**src/rtl/rangeop_pkg.sv**
```systemverilog
package rangeop_pkg;

  localparam logic [2:0] F3_REGION = 3'b001;

  localparam logic [6:0] F7_IFENCE   = 7'd0;
  localparam logic [6:0] F7_DFENCE   = 7'd2;
  localparam logic [6:0] F7_INVAL    = 7'd3;
  localparam logic [6:0] F7_DISCARD  = 7'd4;
  localparam logic [6:0] F7_PREFETCH = 7'd5;

  typedef enum logic [2:0] {
    OP_IFENCE   = 3'd0,
    OP_DFENCE   = 3'd1,
    OP_INVAL    = 3'd2,
    OP_DISCARD  = 3'd3,
    OP_PREFETCH = 3'd4
  } cmdOpE;

  typedef enum logic [1:0] {
    RES_BASE = 2'd0,
    RES_NEXT = 2'd1,
    RES_CUR  = 2'd2,
    RES_ZERO = 2'd3
  } resSelE;

  typedef struct packed {
    logic   load;
    logic   zeroRange;
    logic   advance;
    logic   resLoad;
    resSelE resSel;
  } seqStrobeT;

endpackage

```
**src/rtl/rangeOpDatapath.sv**
```systemverilog
module rangeOpDatapath
  import rangeop_pkg::*;
#(
  parameter int AW         = 32,
  parameter int LINE_BYTES = 64
) (
  input  logic          clk,
  input  logic          rstN,
  input  seqStrobeT     stb,
  input  logic [AW-1:0] baseAddr,
  input  logic [AW-1:0] boundAddr,
  output logic          rangeEmpty,
  output logic          isLast,
  output logic [AW-1:0] lineAddr,
  output logic [AW-1:0] resAddr
);

  localparam logic [AW-1:0] LINE_STEP = AW'(LINE_BYTES);
  localparam logic [AW-1:0] LINE_MASK = ~(LINE_STEP - 1'b1);

  logic [AW-1:0] baseQ;
  logic [AW-1:0] curLineQ;
  logic [AW-1:0] lastLineQ;
  logic [AW-1:0] resQ;
  logic [AW-1:0] nextLine;
  logic [AW-1:0] curResult;
  logic          atFirst;

  assign rangeEmpty = boundAddr < baseAddr;
  assign nextLine   = curLineQ + LINE_STEP;
  assign atFirst    = curLineQ == (baseQ & LINE_MASK);
  assign curResult  = atFirst ? baseQ : curLineQ;
  assign isLast     = curLineQ == lastLineQ;
  assign lineAddr   = curLineQ;
  assign resAddr    = resQ;

  always_ff @(posedge clk or negedge rstN) begin
    if (!rstN) begin
      baseQ     <= '0;
      curLineQ  <= '0;
      lastLineQ <= '0;
    end else if (stb.load) begin
      baseQ     <= baseAddr;
      curLineQ  <= stb.zeroRange ? '0 : (baseAddr & LINE_MASK);
      lastLineQ <= stb.zeroRange ? '0 : (boundAddr & LINE_MASK);
    end else if (stb.advance) begin
      curLineQ  <= nextLine;
    end
  end

  always_ff @(posedge clk or negedge rstN) begin
    if (!rstN) begin
      resQ <= '0;
    end else if (stb.resLoad) begin
      unique case (stb.resSel)
        RES_BASE: resQ <= baseAddr;
        RES_NEXT: resQ <= nextLine;
        RES_CUR:  resQ <= curResult;
        default:  resQ <= '0;
      endcase
    end
  end


  line_step_chk: assert property (@(posedge clk) disable iff (!rstN)
    stb.advance |=> (curLineQ - $past(curLineQ)) == LINE_STEP);

endmodule

```
**src/rtl/rangeOpCtrl.sv**
```systemverilog
module rangeOpCtrl
  import rangeop_pkg::*;
(
  input  logic       clk,
  input  logic       rstN,
  input  logic       instValid,
  output logic       instReady,
  input  logic [2:0] funct3,
  input  logic [6:0] funct7,
  input  logic       rdIsZero,
  input  logic       abortReq,
  input  logic       rangeEmpty,
  input  logic       isLast,
  output logic       cmdValid,
  input  logic       cmdReady,
  input  logic       cmdErr,
  output logic [2:0] cmdOp,
  output logic       doneValid,
  input  logic       doneReady,
  output logic       doneIllegal,
  output seqStrobeT  stb
);

  typedef enum logic [1:0] {ST_IDLE, ST_WALK, ST_DONE} stateE;

  stateE     state, nextState;
  cmdOpE     opQ, decOp;
  logic      fenceQ, asyncQ, doneValidQ, illegalQ;
  logic      decLegal, decFence, decAsync, doneSet, accept, handshake;

  always_comb begin
    decLegal = funct3 == F3_REGION;
    decOp    = OP_INVAL;
    unique case (funct7)
      F7_IFENCE:   decOp = OP_IFENCE;
      F7_DFENCE:   decOp = OP_DFENCE;
      F7_INVAL:    decOp = OP_INVAL;
      F7_DISCARD:  decOp = OP_DISCARD;
      F7_PREFETCH: decOp = OP_PREFETCH;
      default:     decLegal = 1'b0;
    endcase
    decFence = (decOp == OP_IFENCE) || (decOp == OP_DFENCE);
    decAsync = rdIsZero && !decFence;
  end

  assign accept    = (state == ST_IDLE) && instValid;
  assign handshake = (state == ST_WALK) && cmdReady;

  always_comb begin
    stb       = '{load: 1'b0, zeroRange: 1'b0, advance: 1'b0,
                  resLoad: 1'b0, resSel: RES_BASE};
    nextState = state;
    doneSet   = 1'b0;
    unique case (state)
      ST_IDLE: begin
        if (instValid) begin
          stb.load      = 1'b1;
          stb.zeroRange = decOp == OP_IFENCE;
          if (!decLegal || (decOp != OP_IFENCE && rangeEmpty)) begin
            doneSet     = 1'b1;
            stb.resLoad = 1'b1;
            stb.resSel  = RES_BASE;
            nextState   = ST_DONE;
          end else begin
            nextState = ST_WALK;
            if (decAsync) begin
              doneSet     = 1'b1;
              stb.resLoad = 1'b1;
              stb.resSel  = RES_BASE;
            end
          end
        end
      end
      ST_WALK: begin
        if (cmdReady) begin
          if (fenceQ) begin
            if (!cmdErr) begin
              if (isLast) begin
                nextState   = ST_DONE;
                doneSet     = 1'b1;
                stb.resLoad = 1'b1;
                stb.resSel  = (opQ == OP_IFENCE) ? RES_ZERO : RES_NEXT;
              end else begin
                stb.advance = 1'b1;
              end
            end
          end else if (cmdErr || isLast || abortReq) begin
            nextState   = ST_DONE;
            doneSet     = !asyncQ;
            stb.resLoad = !asyncQ;
            stb.resSel  = cmdErr ? RES_CUR : RES_NEXT;
          end else begin
            stb.advance = 1'b1;
          end
        end
      end
      default: begin
        if (!doneValidQ || doneReady) nextState = ST_IDLE;
      end
    endcase
  end

  always_ff @(posedge clk or negedge rstN) begin
    if (!rstN) begin
      state      <= ST_IDLE;
      opQ        <= OP_IFENCE;
      fenceQ     <= 1'b0;
      asyncQ     <= 1'b0;
      illegalQ   <= 1'b0;
      doneValidQ <= 1'b0;
    end else begin
      state      <= nextState;
      doneValidQ <= doneSet || (doneValidQ && !doneReady);
      if (accept) begin
        opQ      <= decOp;
        fenceQ   <= decFence;
        asyncQ   <= decAsync;
        illegalQ <= !decLegal;
      end
    end
  end

  assign instReady   = state == ST_IDLE;
  assign cmdValid    = state == ST_WALK;
  assign cmdOp       = opQ;
  assign doneValid   = doneValidQ;
  assign doneIllegal = illegalQ;


  illegal_nocmd_chk: assert property (@(posedge clk) disable iff (!rstN)
    (doneValid && doneIllegal) |-> !cmdValid);


  fence_full_chk: assert property (@(posedge clk) disable iff (!rstN)
    (handshake && fenceQ && !isLast) |=> cmdValid);


  async_early_chk: assert property (@(posedge clk) disable iff (!rstN)
    (accept && decLegal && decAsync && !rangeEmpty) |=> (doneValid && cmdValid));


  sync_done_chk: assert property (@(posedge clk) disable iff (!rstN)
    (handshake && !asyncQ && isLast && !cmdErr) |=> doneValid);

endmodule

```
**src/rtl/rangeOpSeq.sv**
```systemverilog
module rangeOpSeq
  import rangeop_pkg::*;
#(
  parameter int AW         = 32,
  parameter int LINE_BYTES = 64
) (
  input  logic          clk,
  input  logic          rstN,
  input  logic          instValid,
  output logic          instReady,
  input  logic [2:0]    funct3,
  input  logic [6:0]    funct7,
  input  logic [AW-1:0] baseAddr,
  input  logic [AW-1:0] boundAddr,
  input  logic          rdIsZero,
  input  logic          abortReq,
  output logic          cmdValid,
  input  logic          cmdReady,
  input  logic          cmdErr,
  output logic [2:0]    cmdOp,
  output logic [AW-1:0] cmdAddr,
  output logic          doneValid,
  input  logic          doneReady,
  output logic [AW-1:0] doneAddr,
  output logic          doneIllegal
);

  seqStrobeT stb;
  logic      rangeEmpty;
  logic      isLast;

  rangeOpCtrl u_ctrl (
    .clk        (clk),
    .rstN       (rstN),
    .instValid  (instValid),
    .instReady  (instReady),
    .funct3     (funct3),
    .funct7     (funct7),
    .rdIsZero   (rdIsZero),
    .abortReq   (abortReq),
    .rangeEmpty (rangeEmpty),
    .isLast     (isLast),
    .cmdValid   (cmdValid),
    .cmdReady   (cmdReady),
    .cmdErr     (cmdErr),
    .cmdOp      (cmdOp),
    .doneValid  (doneValid),
    .doneReady  (doneReady),
    .doneIllegal(doneIllegal),
    .stb        (stb)
  );

  rangeOpDatapath #(.AW(AW), .LINE_BYTES(LINE_BYTES)) u_dp (
    .clk        (clk),
    .rstN       (rstN),
    .stb        (stb),
    .baseAddr   (baseAddr),
    .boundAddr  (boundAddr),
    .rangeEmpty (rangeEmpty),
    .isLast     (isLast),
    .lineAddr   (cmdAddr),
    .resAddr    (doneAddr)
  );


  cmd_hold_chk: assert property (@(posedge clk) disable iff (!rstN)
    (cmdValid && !cmdReady) |=> (cmdValid && $stable(cmdAddr) && $stable(cmdOp)));


  done_hold_chk: assert property (@(posedge clk) disable iff (!rstN)
    (doneValid && !doneReady) |=>
      (doneValid && $stable(doneAddr) && $stable(doneIllegal)));

endmodule

```
**config.mk**
```make
export PLATFORM = sky130hd
export DESIGN_NAME = rangeOpSeq
export DESIGN_NICKNAME = d
export VERILOG_FILES = /design/src/rtl/rangeop_pkg.sv /design/src/rtl/rangeOpDatapath.sv /design/src/rtl/rangeOpCtrl.sv /design/src/rtl/rangeOpSeq.sv
export SDC_FILE = /design/constraint.sdc
export NUM_CORES = 1
export LEC_CHECK = 0
export BUFFER_PORTS_ARGS = -buffer_cell sky130_fd_sc_hd__clkbuf_2
export CAP_MARGIN = 20
export CORE_MARGIN = 10
export CORE_UTILIZATION = 30
export CTS_BUF_LIST = sky130_fd_sc_hd__clkbuf_8
export DETAILED_ROUTE_END_ITERATION = 10
export HOLD_SLACK_MARGIN = 0.15
export SYNTH_ARGS = -nofsm -noshare
export SYNTH_HDL_FRONTEND = slang
export SYNTH_HIERARCHICAL = 1
export SYNTH_SLANG_ARGS = --single-unit
```
**constraint.sdc**
```tcl
create_clock -name clk -period 4.4 [get_ports clk]
set_input_delay 0.22 -clock clk [delete_from_list [all_inputs] [get_ports clk]]
set_output_delay 0.22 -clock clk [all_outputs]
set_load 0.01 [all_outputs]
```
==> results of run 1 <==
## through the flow
stage,setup WS [ns],total power [mW]
floorplan,1.296,3.768
global placement,0.5252,4.709
detailed placement,0.5149,4.755
CTS,0.4799,5.896
global route,0.07953,6.254
finish,0.4449,5.855
## power by group
group	switching, mW	leakage [nW]	total, mW	internal, mW
clock network	0.454	0.219	1.08	0.624
logic	1.43	2.80	2.52	1.09
registers	0.552	1.49	2.25	1.70
## registers in the layout, indices dropped and copies added, names as in the netlist
| register | count |
|---|---|
| u_dp/lastLineQ | 26 |
| u_ctrl/state | 2 |
| u_ctrl/doneIllegal | 1 |
| u_ctrl/doneValid | 1 |
| u_dp/lineAddr | 26 |
| u_ctrl/cmdOp | 3 |
| u_ctrl/asyncQ | 1 |
| u_dp/resAddr | 32 |
| u_ctrl/fenceQ | 1 |
| u_dp/baseQ | 32 |
## critical path: stages, from the launching register on
cell and delay (ns):
dfrtp_1 0.52, xor2_1 0.22, nor4_1 0.41, nand3_1 0.12, nor4_1 0.34, buf_4 0.20
nand2b_1 0.09, nor3_1 0.14, a31oi_1 0.13, nor2_2 0.20, nand2b_2 0.24, nor4_1 0.50
nand3_1 0.15, nor3_1 0.26, buf_4 0.21, nand2_1 0.06, nand2_1 0.07
## layout by cell type, fill, tap and decap left out, drive strengths merged, types with 3 or more instances in the layout
master	n
a2111oi	3
o21a	7
and2b	3
o21ai	77
and2	4
nor3	13
nand2	48
dfrtp	125
nand3	24
xor2	63
dlygate4sd3	64
and3	5
nand4	17
mux2i	13
buf	28
nor2b	12
a31oi	8
clkbuf	167
a211oi	6
a21oi	43
mux2	32
nor4	19
inv	70
conb	6
a21o	5
xnor2	25
nor2	43
nand2b	14
o211ai	5
ha	32
nand3b	59
o221ai	8
bufinv	3
## layer usage
layer | vias up | wire length [um]
met5 | - | 0
met4 | 0 | 581
met3 | 44 | 1841
met2 | 299 | 12700
met1 | 3459 | 12610
li1 | 3397 | -
## timing repair
item,CTS,global route
endpoints found under the hold margin,156,0
setup endpoints to repair,0,0
hold buffers,64,0
## cells by family (layout without fill, tap and decap cells)
logic type	after synthesis	in the layout	synth area share, %
AND/OR/NAND/NOR	268	268	19.52
AO/OA/AOI/OAI	176	176	13.18
buffers and inverters	147	335	8.083
flip-flops	125	125	38.64
XOR/XNOR	88	88	9.521
multiplexers	45	45	6.059
adder cells (fa/ha/maj)	32	32	4.946
other	1	6	0.04632
## layout make-up
cell class | instances | area (um^2) | share of cell area (%)
multi-input cells | 615 | 4348 | 42.71
flip-flops and latches | 125 | 3128 | 30.73
repair buffers | 237 | 1602 | 15.73
well taps | 341 | 426.7 | 4.191
clock buffers | 22 | 302.8 | 2.974
inverters | 68 | 257.7 | 2.532
clock inverters | 8 | 115.1 | 1.131
## worst max-delay path by stage
stage                 startpoint               to  depth (start not counted)
2_1_floorplan  u_dp/lineAddr[29]  u_dp/resAddr[0]                         16
3_3_place_gp   u_dp/lineAddr[26]  u_dp/resAddr[4]                         16
3_5_place_dp   u_dp/lineAddr[26]  u_dp/resAddr[0]                         16
4_1_cts        u_dp/lineAddr[26]  u_dp/resAddr[0]                         16
5_1_grt        u_dp/lineAddr[26]  u_dp/resAddr[0]                         16
6_report       u_dp/lineAddr[26]  u_dp/resAddr[0]                         16
==> results.sh, run 1 <==
export IMPL_fin_cells=1416
export IMPL_diodes=0
export IMPL_async_flop_share_pct=100.0
export IMPL_clock_latency_ns=0.45
export IMPL_synth_top_area_share_pct=38.64
export IMPL_synth_edf_count=0
export IMPL_synth_flop_cell="dfrtp_1"
export IMPL_r2r_start="u_dp/lineAddr[26]"
export IMPL_dp_cells=1322
export IMPL_min_to="u_ctrl/doneValid"
export IMPL_tritoncts="built"
export IMPL_netlist_area_um2=8095
export IMPL_dpl_hpwl_mm=20.73
export IMPL_htreeDepth=4
export IMPL_crit_arrival_ns=4.33
export IMPL_synth_area_per_cell_um2=9.178
export IMPL_grt_start_max_net_pins=65
export IMPL_cts_buffer_depth=2
export IMPL_setup_viol_count_final=0
export IMPL_worst_hold_slack_ns=0.1865
export IMPL_clk_pin_slew_ns=0.07
export IMPL_ys_seq_elements=125
export IMPL_area_delta_synth_final_pct=25.75
export IMPL_hp_class="input pin to flop"
export IMPL_synth_commonest_cells="dfrtp_1 (125), o21ai_0 (75), inv_1 (67), xor2_1 (63), nand3b_1 (59)"
export IMPL_layout_drive_gt1_share_pct=23.44
export IMPL_finalHoldViolations=0
export IMPL_min_from="doneReady"
export IMPL_endpoint_kind="flop"
export IMPL_via_per_inst=5.084
export IMPL_rows=60
export IMPL_place_area_um2=9121
export IMPL_status="finished, final reports clean"
export IMPL_synthDistinctLibCells=64
export IMPL_core_um2=26730
export IMPL_die_w_um=184.3
export IMPL_fmax_mhz=252.8
export IMPL_drc=0
export IMPL_start_util_pct=30.29
export IMPL_routed_wl_mm=27.74
export IMPL_io_buffers=146
export IMPL_gp_congestion=0.8958
export IMPL_power_density_nw_per_um2=575.1
export IMPL_ys_seq_area_share_pct=38.64
export IMPL_p_leak_nw=4.508
export IMPL_grt_overflow_total=0
export IMPL_rsz0062_at_grt="false"
export IMPL_fin_skew_ns=0.01339
export IMPL_path_max_fanout=13
export IMPL_setup_tns_ns=0
export IMPL_grt_pass1_wl_mm=42.96
export IMPL_final_period_utilization_pct=89.89
export IMPL_slew_violations=0
export IMPL_peakVddDrop_mv=0.2437
export IMPL_crit_type="flop to flop"
export IMPL_busiest_layer="met2"
export IMPL_vias=7199
export IMPL_die_height_um=184.3
export IMPL_ant_nets=0
export IMPL_drtPass1Iterations=5
export IMPL_drv_cap=0
export IMPL_crit_path_start_kind="flop"
export IMPL_cts_made_buffers=17
export IMPL_wl_per_cell_um=19.59
export IMPL_max_slew_margin_pct=42.56
export IMPL_reg2reg_depth=16
export IMPL_r2r_end="u_dp/resAddr[0]"
export IMPL_met1_usage_pct=21.87
export IMPL_yosys_area_top_type="dfrtp_1"
export IMPL_fillCellCount=2714
export IMPL_ioPinCount=153
export IMPL_grtUsageMet2_pct=25.44
export IMPL_die_area_um2=33960
export IMPL_yosysMostFrequentCell="dfrtp_1"
export IMPL_reg2reg_slack_ns=0.44
export IMPL_grtUsageMet3_pct=3.465
export IMPL_drtIter0Drc=669
export IMPL_cts_sinks=125
export IMPL_grt_use_total_pct=16.34
export IMPL_syn_inst=882
export IMPL_grt_pass1_vias=7388
export IMPL_required_ns=4.77
export IMPL_antenna_found_initial=0
export IMPL_fin_crit_ns=3.955
export IMPL_yosysWarnings=6
export IMPL_fin_nets=1178
export IMPL_final_util_pct=38.09
export IMPL_post_cts_buffers=0
export IMPL_synth_area_top_cells="dfrtp_1 (39%), xor2_1 (6.8%), nand3b_1 (5.5%)"
export IMPL_worst_slew_pin_slew_ns=0.8617
export IMPL_whs_path_depth=3
export IMPL_cts_root_buf="clkbuf_8"
export IMPL_final_cell_area_um2=10180
export IMPL_cts_repair_resized=0
No activity file was read; power rests on OpenSTA's default activity.
==> run 2: changes to the inputs <==
Settings changed: CELL_PAD_IN_SITES_DETAIL_PLACEMENT from default to 1, CELL_PAD_IN_SITES_GLOBAL_PLACEMENT from default to 1, CORE_MARGIN 10 to 8, PLACE_DENSITY_LB_ADDON from default to 0.1.
==> run 2 against run 1 <==
  * Global-route usage grew 2.5 points
  * Die area shrank 4.3%
  * Critical endpoint is now u_dp/resAddr[5]
  * Highest routed layer unchanged
  * Largest power group unchanged
  * Critical path type is now input pin to flop
  * Non-clock buffer count grew 15
  * Sequential power shrank 3%
  * Utilization grew 0.49 points
==> results.sh, run 2 (same netlist as run 1, synthesis figures left out) <==
export IMPL_grt_overflow_total=0
export IMPL_core_um2=26730
export IMPL_drc=0
export IMPL_htreeDepth=4
export IMPL_die_w_um=180.3
export IMPL_fin_crit_ns=4.090
export IMPL_p_leak_nw=4.558
export IMPL_fin_nets=1193
export IMPL_rows=60
export IMPL_cts_sinks=125
export IMPL_grt_pass1_wl_mm=47.49
export IMPL_crit_path_start_kind="input pin"
export IMPL_start_util_pct=30.29
export IMPL_dpl_hpwl_mm=22.51
export IMPL_routed_wl_mm=30.60
export IMPL_peakVddDrop_mv=0.2140
export IMPL_setup_viol_count_final=0
export IMPL_fin_cells=1433
export IMPL_drtPass1Iterations=5
export IMPL_endpoint_kind="flop"
export IMPL_drtIter0Drc=357
export IMPL_r2r_start="u_dp/lineAddr[26]"
export IMPL_cts_buffer_depth=2
export IMPL_fillCellCount=3146
export IMPL_cts_repair_resized=0
export IMPL_reg2reg_depth=17
export IMPL_io_buffers=146
export IMPL_final_cell_mix="clkbuf_2 (145), dfrtp_1 (125), o21ai_0 (75)"
export IMPL_clock_latency_ns=0.46
export IMPL_grt_pass1_vias=7507
export IMPL_cts_root_buf="clkbuf_8"
export IMPL_reg2reg_slack_ns=0.77
export IMPL_max_slew_margin_pct=51.62
export IMPL_crit_arrival_ns=4.48
export IMPL_mostFrequentLayoutCell="clkbuf_2"
export IMPL_worst_slew_pin_slew_ns=0.7258
export IMPL_diodes=0
export IMPL_setup_tns_ns=0
export IMPL_die_area_um2=32500
export IMPL_dp_cells=1333
export IMPL_grt_use_total_pct=18.84
export IMPL_finalHoldViolations=0
export IMPL_die_height_um=180.3
export IMPL_worst_hold_slack_ns=0.1809
export IMPL_required_ns=4.79
export IMPL_min_from="instValid"
export IMPL_whs_path_depth=4
export IMPL_fin_skew_ns=0.01684
export IMPL_cts_made_buffers=17
export IMPL_slew_violations=0
export IMPL_vias=7132
export IMPL_final_period_utilization_pct=92.97
export IMPL_hp_class="input pin to flop"
export IMPL_status="finished, final reports clean"
export IMPL_area_delta_synth_final_pct=27.36
export IMPL_grt_start_max_net_pins=143
export IMPL_post_cts_buffers=0
export IMPL_via_per_inst=4.977
export IMPL_ioPinCount=153
export IMPL_fmax_mhz=244.5
export IMPL_layout_drive_gt1_share_pct=24.45
export IMPL_min_to="u_ctrl/state[1]"
export IMPL_path_max_fanout=62
export IMPL_rsz0062_at_grt="false"
export IMPL_tritoncts="built"
export IMPL_crit_type="input pin to flop"
export IMPL_ant_nets=0
export IMPL_wl_per_cell_um=21.35
export IMPL_antenna_found_initial=0
export IMPL_clk_pin_slew_ns=0.08
export IMPL_power_density_nw_per_um2=578.7
export IMPL_gp_congestion=0.7880
export IMPL_r2r_end="u_dp/resAddr[5]"
export IMPL_drv_cap=0
export IMPL_final_util_pct=38.58
[run 2: cell count changes in the layout (fill, tap and decap cells not counted)]
cell           delta
buf_12            +1
buf_4            +10
bufinv_16         -1
clkbuf_8          -4
clkinv_2          -2
clkinv_4          +4
clkinvlp_4        +3
dlygate4sd3_1     +4
inv_1             -2
inv_6             +4
nor2_2            -1
nor2_4            +1
[run 2: worst max path at each step]
stage	startpoint	to	slack (ns)
finish	baseAddr[5]	u_dp/resAddr[5]	0.31
CTS	baseAddr[6]	u_dp/resAddr[5]	0.41
global route	baseAddr[6]	u_dp/resAddr[5]	0.03
floorplan	u_dp/lineAddr[29]	u_dp/resAddr[0]	1.30
global placement	baseAddr[6]	u_dp/resAddr[0]	0.67
detailed placement	baseAddr[6]	u_dp/resAddr[0]	0.45
[run 2: layout make-up]
type	instances	area [um^2]	share of cell area (%)
clock inverters	14	160.2	1.553
repair buffers	252	1737	16.84
well taps	341	426.7	4.138
flip-flops and latches	125	3128	30.34
clock buffers	18	247.7	2.403
multi-input cells	615	4353	42.22
inverters	68	257.7	2.500
[run 2: report_power, final]
group          leakage [nW]  total [mW]  switching [mW]  internal [mW]
logic                  2.88        2.69            1.56           1.14
registers              1.49        2.19           0.494           1.70
clock network         0.193        1.08           0.549          0.528
total                  4.56        5.97            2.60           3.36
[run 2: layer usage]
metal	GRT usage, %	vias up	part of all wire, %
li1	-	3444	-
met1	27.39	3513	50
met2	28.95	160	45
met3	3.004	15	4.0
met4	3.803	0	0.75
met5	0	-	0
[run 2: what timing repair did]
action	CTS	global route
setup endpoints to repair	0	0
hold buffers	68	0
hold endpoints to repair	134	0
[run 2: per-stage QoR]
| stage | area [um^2] | power (mW) | setup slack, ns |
|---|---|---|---|
| final | 10310 | 5.966 | 0.3095 |
| after floorplan | 8114 | 3.768 | 1.296 |
| after global placement | 9221 | 4.869 | 0.6727 |
| after CTS | 10310 | 6.046 | 0.4104 |
| after detailed placement | 9221 | 4.888 | 0.4513 |
| after global routing | 10310 | 6.404 | 0.03423 |
[run 2: worst max-delay path, cell delays in order]
cell	delay, ns
dlygate4sd3_1	0.55
clkbuf_2	0.14
inv_1	0.05
ha_1	0.21
or4_1	0.51
a21oi_1	0.13
o21ai_0	0.15
a21oi_1	0.30
o211ai_1	0.25
a21oi_1	0.32
mux2i_1	0.12
mux2i_1	0.17
nor2_2	0.09
o211ai_1	0.27
buf_12	0.30
nand3_1	0.12
nor3_1	0.23
buf_4	0.19
nand2_1	0.06
nand2_1	0.06
